`config.mk`:
```
export PLATFORM = sky130hd
export DESIGN_NAME = spiClkCsGen
export DESIGN_NICKNAME = d
export VERILOG_FILES = /design/src/rtl/spiTimPkg.sv /design/src/rtl/spiTimSequencer.sv /design/src/rtl/spiTimDatapath.sv /design/src/rtl/spiClkCsGen.sv
export SDC_FILE = /design/constraint.sdc
export NUM_CORES = 1
export LEC_CHECK = 0
export BUFFER_PORTS_ARGS = -buffer_cell sky130_fd_sc_hd__buf_2
export CAP_MARGIN = 10
export CORE_MARGIN = 2
export CORE_UTILIZATION = 30
export DETAILED_ROUTE_END_ITERATION = 6
export PLACE_DENSITY = 0.49
export SLEW_MARGIN = 20
export SYNTH_ARGS = -nofsm -noshare
export SYNTH_HDL_FRONTEND = slang
export SYNTH_SLANG_ARGS = --single-unit
```
`constraint.sdc`:
```
create_clock -name clk -period 8.2 [get_ports clk]
set_input_delay 0 -clock clk [delete_from_list [all_inputs] [get_ports clk]]
set_output_delay 0 -clock clk [all_outputs]
set_load 0.02 [all_outputs]
```
`src/rtl/spiTimPkg.sv`:
```
package spiTimPkg;

  // Phases of one packet frame, in the order they run
  typedef enum logic [2:0] {
    PH_IDLE  = 3'd0,
    PH_SETUP = 3'd1,
    PH_LEAD  = 3'd2,
    PH_TRAIL = 3'd3,
    PH_HOLD  = 3'd4,
    PH_GAP   = 3'd5
  } phase_e;

  // Strobes from the sequencer to the datapath
  typedef struct packed {
    logic   latchCfg;  // capture configuration this cycle
    logic   enter;     // a new phase begins at the next edge
    phase_e nextPh;    // phase being entered
    phase_e curPh;     // phase currently running
  } seqCtl_t;

endpackage

```
`src/rtl/spiTimSequencer.sv`:
```
module spiTimSequencer
  import spiTimPkg::*;
(
  input  logic    clk,
  input  logic    rst,
  input  logic    startReq,
  input  logic    lastBit,
  input  logic    cntZero,
  output seqCtl_t ctl,
  output logic    bitEnd,
  output logic    busy
);

  phase_e curPh;
  phase_e nextPh;
  logic   latch;

  always_comb begin
    nextPh = curPh;
    latch  = 1'b0;
    unique case (curPh)
      PH_IDLE: begin
        if (startReq) begin
          nextPh = PH_SETUP;
          latch  = 1'b1;
        end
      end
      PH_SETUP: if (cntZero) nextPh = PH_LEAD;
      PH_LEAD:  if (cntZero) nextPh = PH_TRAIL;
      PH_TRAIL: if (cntZero) nextPh = lastBit ? PH_HOLD : PH_LEAD;
      PH_HOLD:  if (cntZero) nextPh = PH_GAP;
      PH_GAP: begin
        if (cntZero) begin
          if (startReq) begin
            nextPh = PH_SETUP;
            latch  = 1'b1;
          end else begin
            nextPh = PH_IDLE;
          end
        end
      end
      default: nextPh = PH_IDLE;
    endcase
  end

  always_ff @(posedge clk) begin
    if (rst) curPh <= PH_IDLE;
    else     curPh <= nextPh;
  end

  always_comb begin
    ctl.latchCfg = latch;
    ctl.enter    = (nextPh != curPh);
    ctl.nextPh   = nextPh;
    ctl.curPh    = curPh;
  end

  assign bitEnd = (curPh == PH_TRAIL) && cntZero;
  assign busy   = (curPh != PH_IDLE);

  // a running frame never jumps back to setup
  a_r10_no_restart: assert property (@(posedge clk) disable iff (rst)
    ($past(curPh) == PH_LEAD || $past(curPh) == PH_TRAIL || $past(curPh) == PH_HOLD)
      |-> curPh != PH_SETUP);

  // after a bit ends, either another bit or the hold phase follows
  a_r7_bit_follow: assert property (@(posedge clk) disable iff (rst)
    bitEnd |=> (curPh == PH_LEAD || curPh == PH_HOLD));

endmodule

```
`src/rtl/spiTimDatapath.sv`:
```
module spiTimDatapath
  import spiTimPkg::*;
#(
  parameter int CNT_W = 8
) (
  input  logic               clk,
  input  logic               rst,
  input  logic [4*CNT_W-1:0] timingCfg,
  input  logic [CNT_W-1:0]   idleCfg,
  input  logic               cpol,
  input  logic               cpha,
  input  seqCtl_t            ctl,
  output logic               cntZero,
  output logic               sclk,
  output logic               csN,
  output logic               shiftStb,
  output logic               sampleStb
);

  localparam int NUM_F   = 5;
  localparam int NUM_CFG = 4;
  localparam int F_HIGH  = 0;
  localparam int F_LOW   = 1;
  localparam int F_HOLD  = 2;
  localparam int F_SETUP = 3;
  localparam int F_IDLE  = 4;

  logic [CNT_W-1:0] liveF [NUM_F];
  logic [CNT_W-1:0] heldF [NUM_F];
  logic [CNT_W-1:0] useF  [NUM_F];
  logic             cpolL, cphaL, useCpol;
  logic [CNT_W-1:0] leadLen, trailLen, loadVal, cnt;
  logic             first;

  // Split the packed word into counts
  always_comb begin
    for (int i = 0; i < NUM_CFG; i++) liveF[i] = timingCfg[i*CNT_W +: CNT_W];
    liveF[F_IDLE] = idleCfg;
  end

  always_ff @(posedge clk) begin
    if (rst) begin
      for (int i = 0; i < NUM_F; i++) heldF[i] <= '0;
      cpolL <= cpol;
      cphaL <= 1'b0;
    end else if (ctl.latchCfg) begin
      for (int i = 0; i < NUM_F; i++) heldF[i] <= liveF[i];
      cpolL <= cpol;
      cphaL <= cpha;
    end
  end

  // The accepting cycle uses the live values directly
  always_comb begin
    for (int i = 0; i < NUM_F; i++) useF[i] = ctl.latchCfg ? liveF[i] : heldF[i];
    useCpol = ctl.latchCfg ? cpol : cpolL;
  end

  // Leading phase sits at the non-resting level
  assign leadLen  = useCpol ? useF[F_LOW]  : useF[F_HIGH];
  assign trailLen = useCpol ? useF[F_HIGH] : useF[F_LOW];

  always_comb begin
    unique case (ctl.nextPh)
      PH_SETUP: loadVal = useF[F_SETUP];
      PH_LEAD:  loadVal = leadLen;
      PH_TRAIL: loadVal = trailLen;
      PH_HOLD:  loadVal = useF[F_HOLD];
      PH_GAP:   loadVal = useF[F_IDLE];
      default:  loadVal = '0;
    endcase
  end

  always_ff @(posedge clk) begin
    if (rst)                cnt <= '0;
    else if (ctl.enter)     cnt <= loadVal;
    else if (cnt != '0)     cnt <= cnt - 1'b1;
  end

  assign cntZero = (cnt == '0);

  always_ff @(posedge clk) begin
    if (rst) begin
      sclk  <= cpol;
      csN   <= 1'b1;
      first <= 1'b0;
    end else begin
      first <= ctl.enter;
      if (ctl.enter) begin
        sclk <= (ctl.nextPh == PH_LEAD) ? ~useCpol : useCpol;
        csN  <= (ctl.nextPh == PH_IDLE) || (ctl.nextPh == PH_GAP);
      end else if (ctl.curPh == PH_IDLE) begin
        sclk <= cpol;
      end
    end
  end

  logic leadEdge, trailEdge;
  assign leadEdge  = first && (ctl.curPh == PH_LEAD);
  assign trailEdge = first && (ctl.curPh == PH_TRAIL);
  assign sampleStb = cphaL ? trailEdge : leadEdge;
  assign shiftStb  = cphaL ? leadEdge  : trailEdge;

  // clock moves only inside a chip-select frame
  a_r2_clk_in_frame: assert property (@(posedge clk) disable iff (rst)
    (ctl.curPh != PH_IDLE && sclk != $past(sclk)) |-> !csN);

  // chip select falls with the clock at its resting level
  a_r5_cs_fall_rest: assert property (@(posedge clk) disable iff (rst)
    $fell(csN) |-> sclk == cpolL);

  // strobes coincide with a clock transition
  a_r6_sample_on_edge: assert property (@(posedge clk) disable iff (rst)
    sampleStb |-> sclk != $past(sclk));
  a_r6_shift_on_edge: assert property (@(posedge clk) disable iff (rst)
    shiftStb |-> sclk != $past(sclk));

endmodule

```
`src/rtl/spiClkCsGen.sv`:
```
module spiClkCsGen
  import spiTimPkg::*;
#(
  parameter int CNT_W = 8
) (
  input  logic               clk,
  input  logic               rst,
  input  logic               startReq,
  input  logic               lastBit,
  input  logic [4*CNT_W-1:0] timingCfg,
  input  logic [CNT_W-1:0]   idleCfg,
  input  logic               cpol,
  input  logic               cpha,
  output logic               sclk,
  output logic               csN,
  output logic               shiftStb,
  output logic               sampleStb,
  output logic               bitEnd,
  output logic               busy
);

  seqCtl_t ctl;
  logic    cntZero;

  spiTimSequencer uSeq (
    .clk      (clk),
    .rst      (rst),
    .startReq (startReq),
    .lastBit  (lastBit),
    .cntZero  (cntZero),
    .ctl      (ctl),
    .bitEnd   (bitEnd),
    .busy     (busy)
  );

  spiTimDatapath #(.CNT_W(CNT_W)) uDp (
    .clk       (clk),
    .rst       (rst),
    .timingCfg (timingCfg),
    .idleCfg   (idleCfg),
    .cpol      (cpol),
    .cpha      (cpha),
    .ctl       (ctl),
    .cntZero   (cntZero),
    .sclk      (sclk),
    .csN       (csN),
    .shiftStb  (shiftStb),
    .sampleStb (sampleStb)
  );

  // an idle block holds chip select high and emits no strobes
  a_r9_idle_quiet: assert property (@(posedge clk) disable iff (rst)
    !busy |-> (csN && !shiftStb && !sampleStb));

endmodule

```
==> impl_metrics.yaml <==
run_status:
  status: "complete, but fails checks"
  violations: "hold timing"
drt:
  drt_wl_total_um: 8854
  drt-pass1-iter-count: 4
  via_count: 2790
  drt_iter0_drc: 171
  ant_nets: 0
  wire_per_inst_um: 16.34
  viasPerCell: 5.148
  drcViolationCount: 0
sta:
  finalCritPeriodShare: 0.3866
  setup_viol: 0
  worstMarginPinSlew_ns: 0.9943
  final.setup_skew_ns: 0.01024
  finalHoldViolations: 2
  fin_setup_tns_ns: 0
  period_needed_ns: 3.170
  rsz0062_at_grt: "false"
  relSlewSlack: 0.3362
  setup_ws_ns: 5.030
  timing.fmax_mhz: 315.5
  hold_slack_ns: -0.003920
  final_max_slew_viol_count: 0
pwr:
  p_int_mw: 0.5864
  leakage_nw: 1.583
  pwr-share-comb: 0.444
  pwr-share-seq: 0.400
  netSwitchingFraction: 0.4085
  vdd.ir_drop.worst_mv: 0.08483
  power.density_mw_per_mm2: 251.6
  p_switching_mw: 0.4050
  p_clk_frac: 0.156
synthesis:
  ys_seq_area_frac: 0.4293
  synth_top_family_by_area: "simple AND/OR/NAND/NOR gates"
  syn_inst: 331
  synthAdderAreaFrac: 0.003975
  synth_ff_type: "edfxtp_1"
  yosysUniqueCellTypes: 56
  yosysWarnings: 0
  syn_nets: 378
  synthMuxAreaShare: 0.08704
  syn_area_per_cell_um2: 9.511
  synth_compound_area_frac: 0.1721
  ys_ff_latch: 50
  synth_area_mm2: 0.003148
  synth_xor_area_frac: 0.01669
  ys_async_sr_fraction: 0
  yosys.area_share.simple: 0.2504
  synth_edf_count: 35
clock_network:
  clk_path_buf_depth: 2
  clkLatencyLatePin_ns: 0.31
  post_cts.repair.setup_buffers: 0
  cts_tree: "built"
  root_buffer: "clkbuf_8"
  h-tree-depth: 2
  cts_sinks: 50
  cts_buffers: 5
  cts.reportedPaths.clkPinSlew_ns: 0.10
worst_setup_path:
  critPathCaptureType: "flip-flop"
  path_cells: "inv_1 > ha_1 > nor3b_1 > a21oi_1 > a2bb2oi_1 > a211oi_1 > o21ai_1 > or3b_1"
  path_class: "flip-flop to flip-flop"
  cpMaxStageDelayCell: "a2bb2oi_1"
  cp_max_fo: 9
  required_ns: 8.40
  arrival_ns: 3.37
  crit_path_start_kind: "flip-flop"
  cp_slowest_stage_delay_ns: 0.84
layout:
  stdcell_area_mm2: 0.003941
  final_cell_mix: "51 x buf_2, 40 x and2_1, 35 x dlygate4sd3_1, 35 x edfxtp_1, 27 x nand2_1"
  nets: 452
  drive_gt1_frac: 0.1749
  fillers: 1079
  multiInputGateArea_mm2: 0.001674
  fin_cells: 542
  final_common_cell: "buf_2"
  diodes: 0
  finalCoreUtilization: 0.3835
  areaGrowthSynthToFinish_pct: 25.20
  seq_area_mm2: 0.001351
job:
  drv_cap: 0
floorplan:
  core_mm2: 0.01028
  die_y_um: 106.4
  dieArea_mm2: 0.01133
  pin_count: 52
  start_util: 0.3063
  row_count: 37
  die_x_um: 106.4
global_routing:
  overflow: 0
  grt_pass1_vias: 2673
  grt_pass1_wl_um: 13900
  grt_usage: 0.1573
  grt_max_degree: 27
  antenna_found_initial: 0
placement:
  detailedPlace.worstSlack_ns: 5.085
  dp.cells: 499
  post_dp_cell_area_mm2: 0.003500
  dp_hpwl_um: 6354
  gp_congestion: 0.8347
  io_buffer_count: 51
worst_hold_path:
  hp-class: "primary input to flip-flop"
-- sequential cells by signal (all words and copies together) (netlist names) --
signal,flops
uDp.cpolL,1
uDp.cphaL,1
uDp.csN,1
uDp.first,1
uDp.heldF,34
uSeq.curPh,3
uDp.sclk,1
uDp.cnt,8
-- final timing paths --
check / from / to / slack (ns) / cells past startpoint
worst max-delay path: uDp.cnt[0] / uDp.cnt[6] / 5.03 / 8
worst min-delay path: timingCfg[27] / uDp.cnt[3] / -0.004 / 3
worst max register to register: uDp.cnt[0] / uDp.cnt[6] / 5.03 / 8
worst min register to register: uDp.cphaL / uDp.cphaL / 0.48 / 2
-- routing by layer --
| layer | track usage | share of wire |
|---|---|---|
| met5 | 0 | 0 |
| met4 | 0.04174 | 0.011 |
| met3 | 0.01778 | 0.033 |
| met2 | 0.2578 | 0.47 |
| met1 | 0.2204 | 0.49 |
-- cells by family (layout without fill, tap and decap cells) --
group,after synthesis,in the layout
buf+inv,29,104
fa+ha+maj,1,1
compound gates,76,76
simple gates,142,142
mux,27,27
flops,50,50
xor+xnor,6,6
-- repair_timing --
action / 4_1_cts / 5_1_grt
hold endpoints to repair: 35 / 0
hold buffers: 35 / 0
resized for setup: 0 / 0
-- critical path: cells and delay by family (launching register included) --
family / cells / cell delay, ns
AOI/OAI and AO/OA: 4 / 1.38
adders and majority gates: 1 / 0.20
buffers and inverters: 1 / 0.07
DFF: 1 / 0.35
and+or+nand+nor: 2 / 1.07
-- power groups by stage --
stage	Sequential (mW)	Clock [mW]	Combinational, mW
after floorplan	0.380	0	0.329
after global placement	0.400	0	0.426
after detailed placement	0.402	0	0.424
after CTS	0.397	0.157	0.440
after global routing	0.405	0.167	0.487
final	0.396	0.155	0.440
-- cells in the mapped netlist (all sizes together) (2+ instances only) --
cell type / count / share of area
a32oi: 2 / 0.0056
nand2b: 2 / 0.0040
dfxtp: 15 / 0.095
inv: 7 / 0.0083
buf: 7 / 0.014
o21ai: 15 / 0.024
a31oi: 2 / 0.0040
edfxtp: 35 / 0.33
and2: 40 / 0.079
or3: 3 / 0.0060
a211oi: 12 / 0.029
o221ai: 6 / 0.017
nor3b: 2 / 0.0048
a2bb2oi: 2 / 0.0056
nor3: 6 / 0.011
o32ai: 2 / 0.0056
or4: 2 / 0.0048
mux2: 3 / 0.011
or3b: 7 / 0.019
nor4: 5 / 0.012
nor2: 20 / 0.024
and3: 2 / 0.0040
nand2: 27 / 0.032
o31ai: 3 / 0.0072
clkbuf: 15 / 0.018
nor2b: 11 / 0.022
a221oi: 6 / 0.021
mux2i: 24 / 0.076
xor2: 5 / 0.014
a21oi: 14 / 0.022
nand3: 12 / 0.019
-- per-stage QoR --
step,power [mW],hold WS [ns]
3_5_place_dp,0.8257,0.2782
4_1_cts,0.9940,0.001234
2_1_floorplan,0.7091,0.1405
3_3_place_gp,0.8260,0.2812
5_1_grt,1.059,0.004527
6_report,0.9914,-0.003920
-- cell type report --
cell class / instances / area share
clock buffer: 7 / 0.02190
sequential: 50 / 0.3429
clock inverter: 1 / 0.001270
inverter: 7 / 0.006667
tap: 136 / 0.04317
multi-input combinational: 252 / 0.4248
timing repair buffer: 89 / 0.1594
Note: power is estimated with default switching activity, not from simulation.
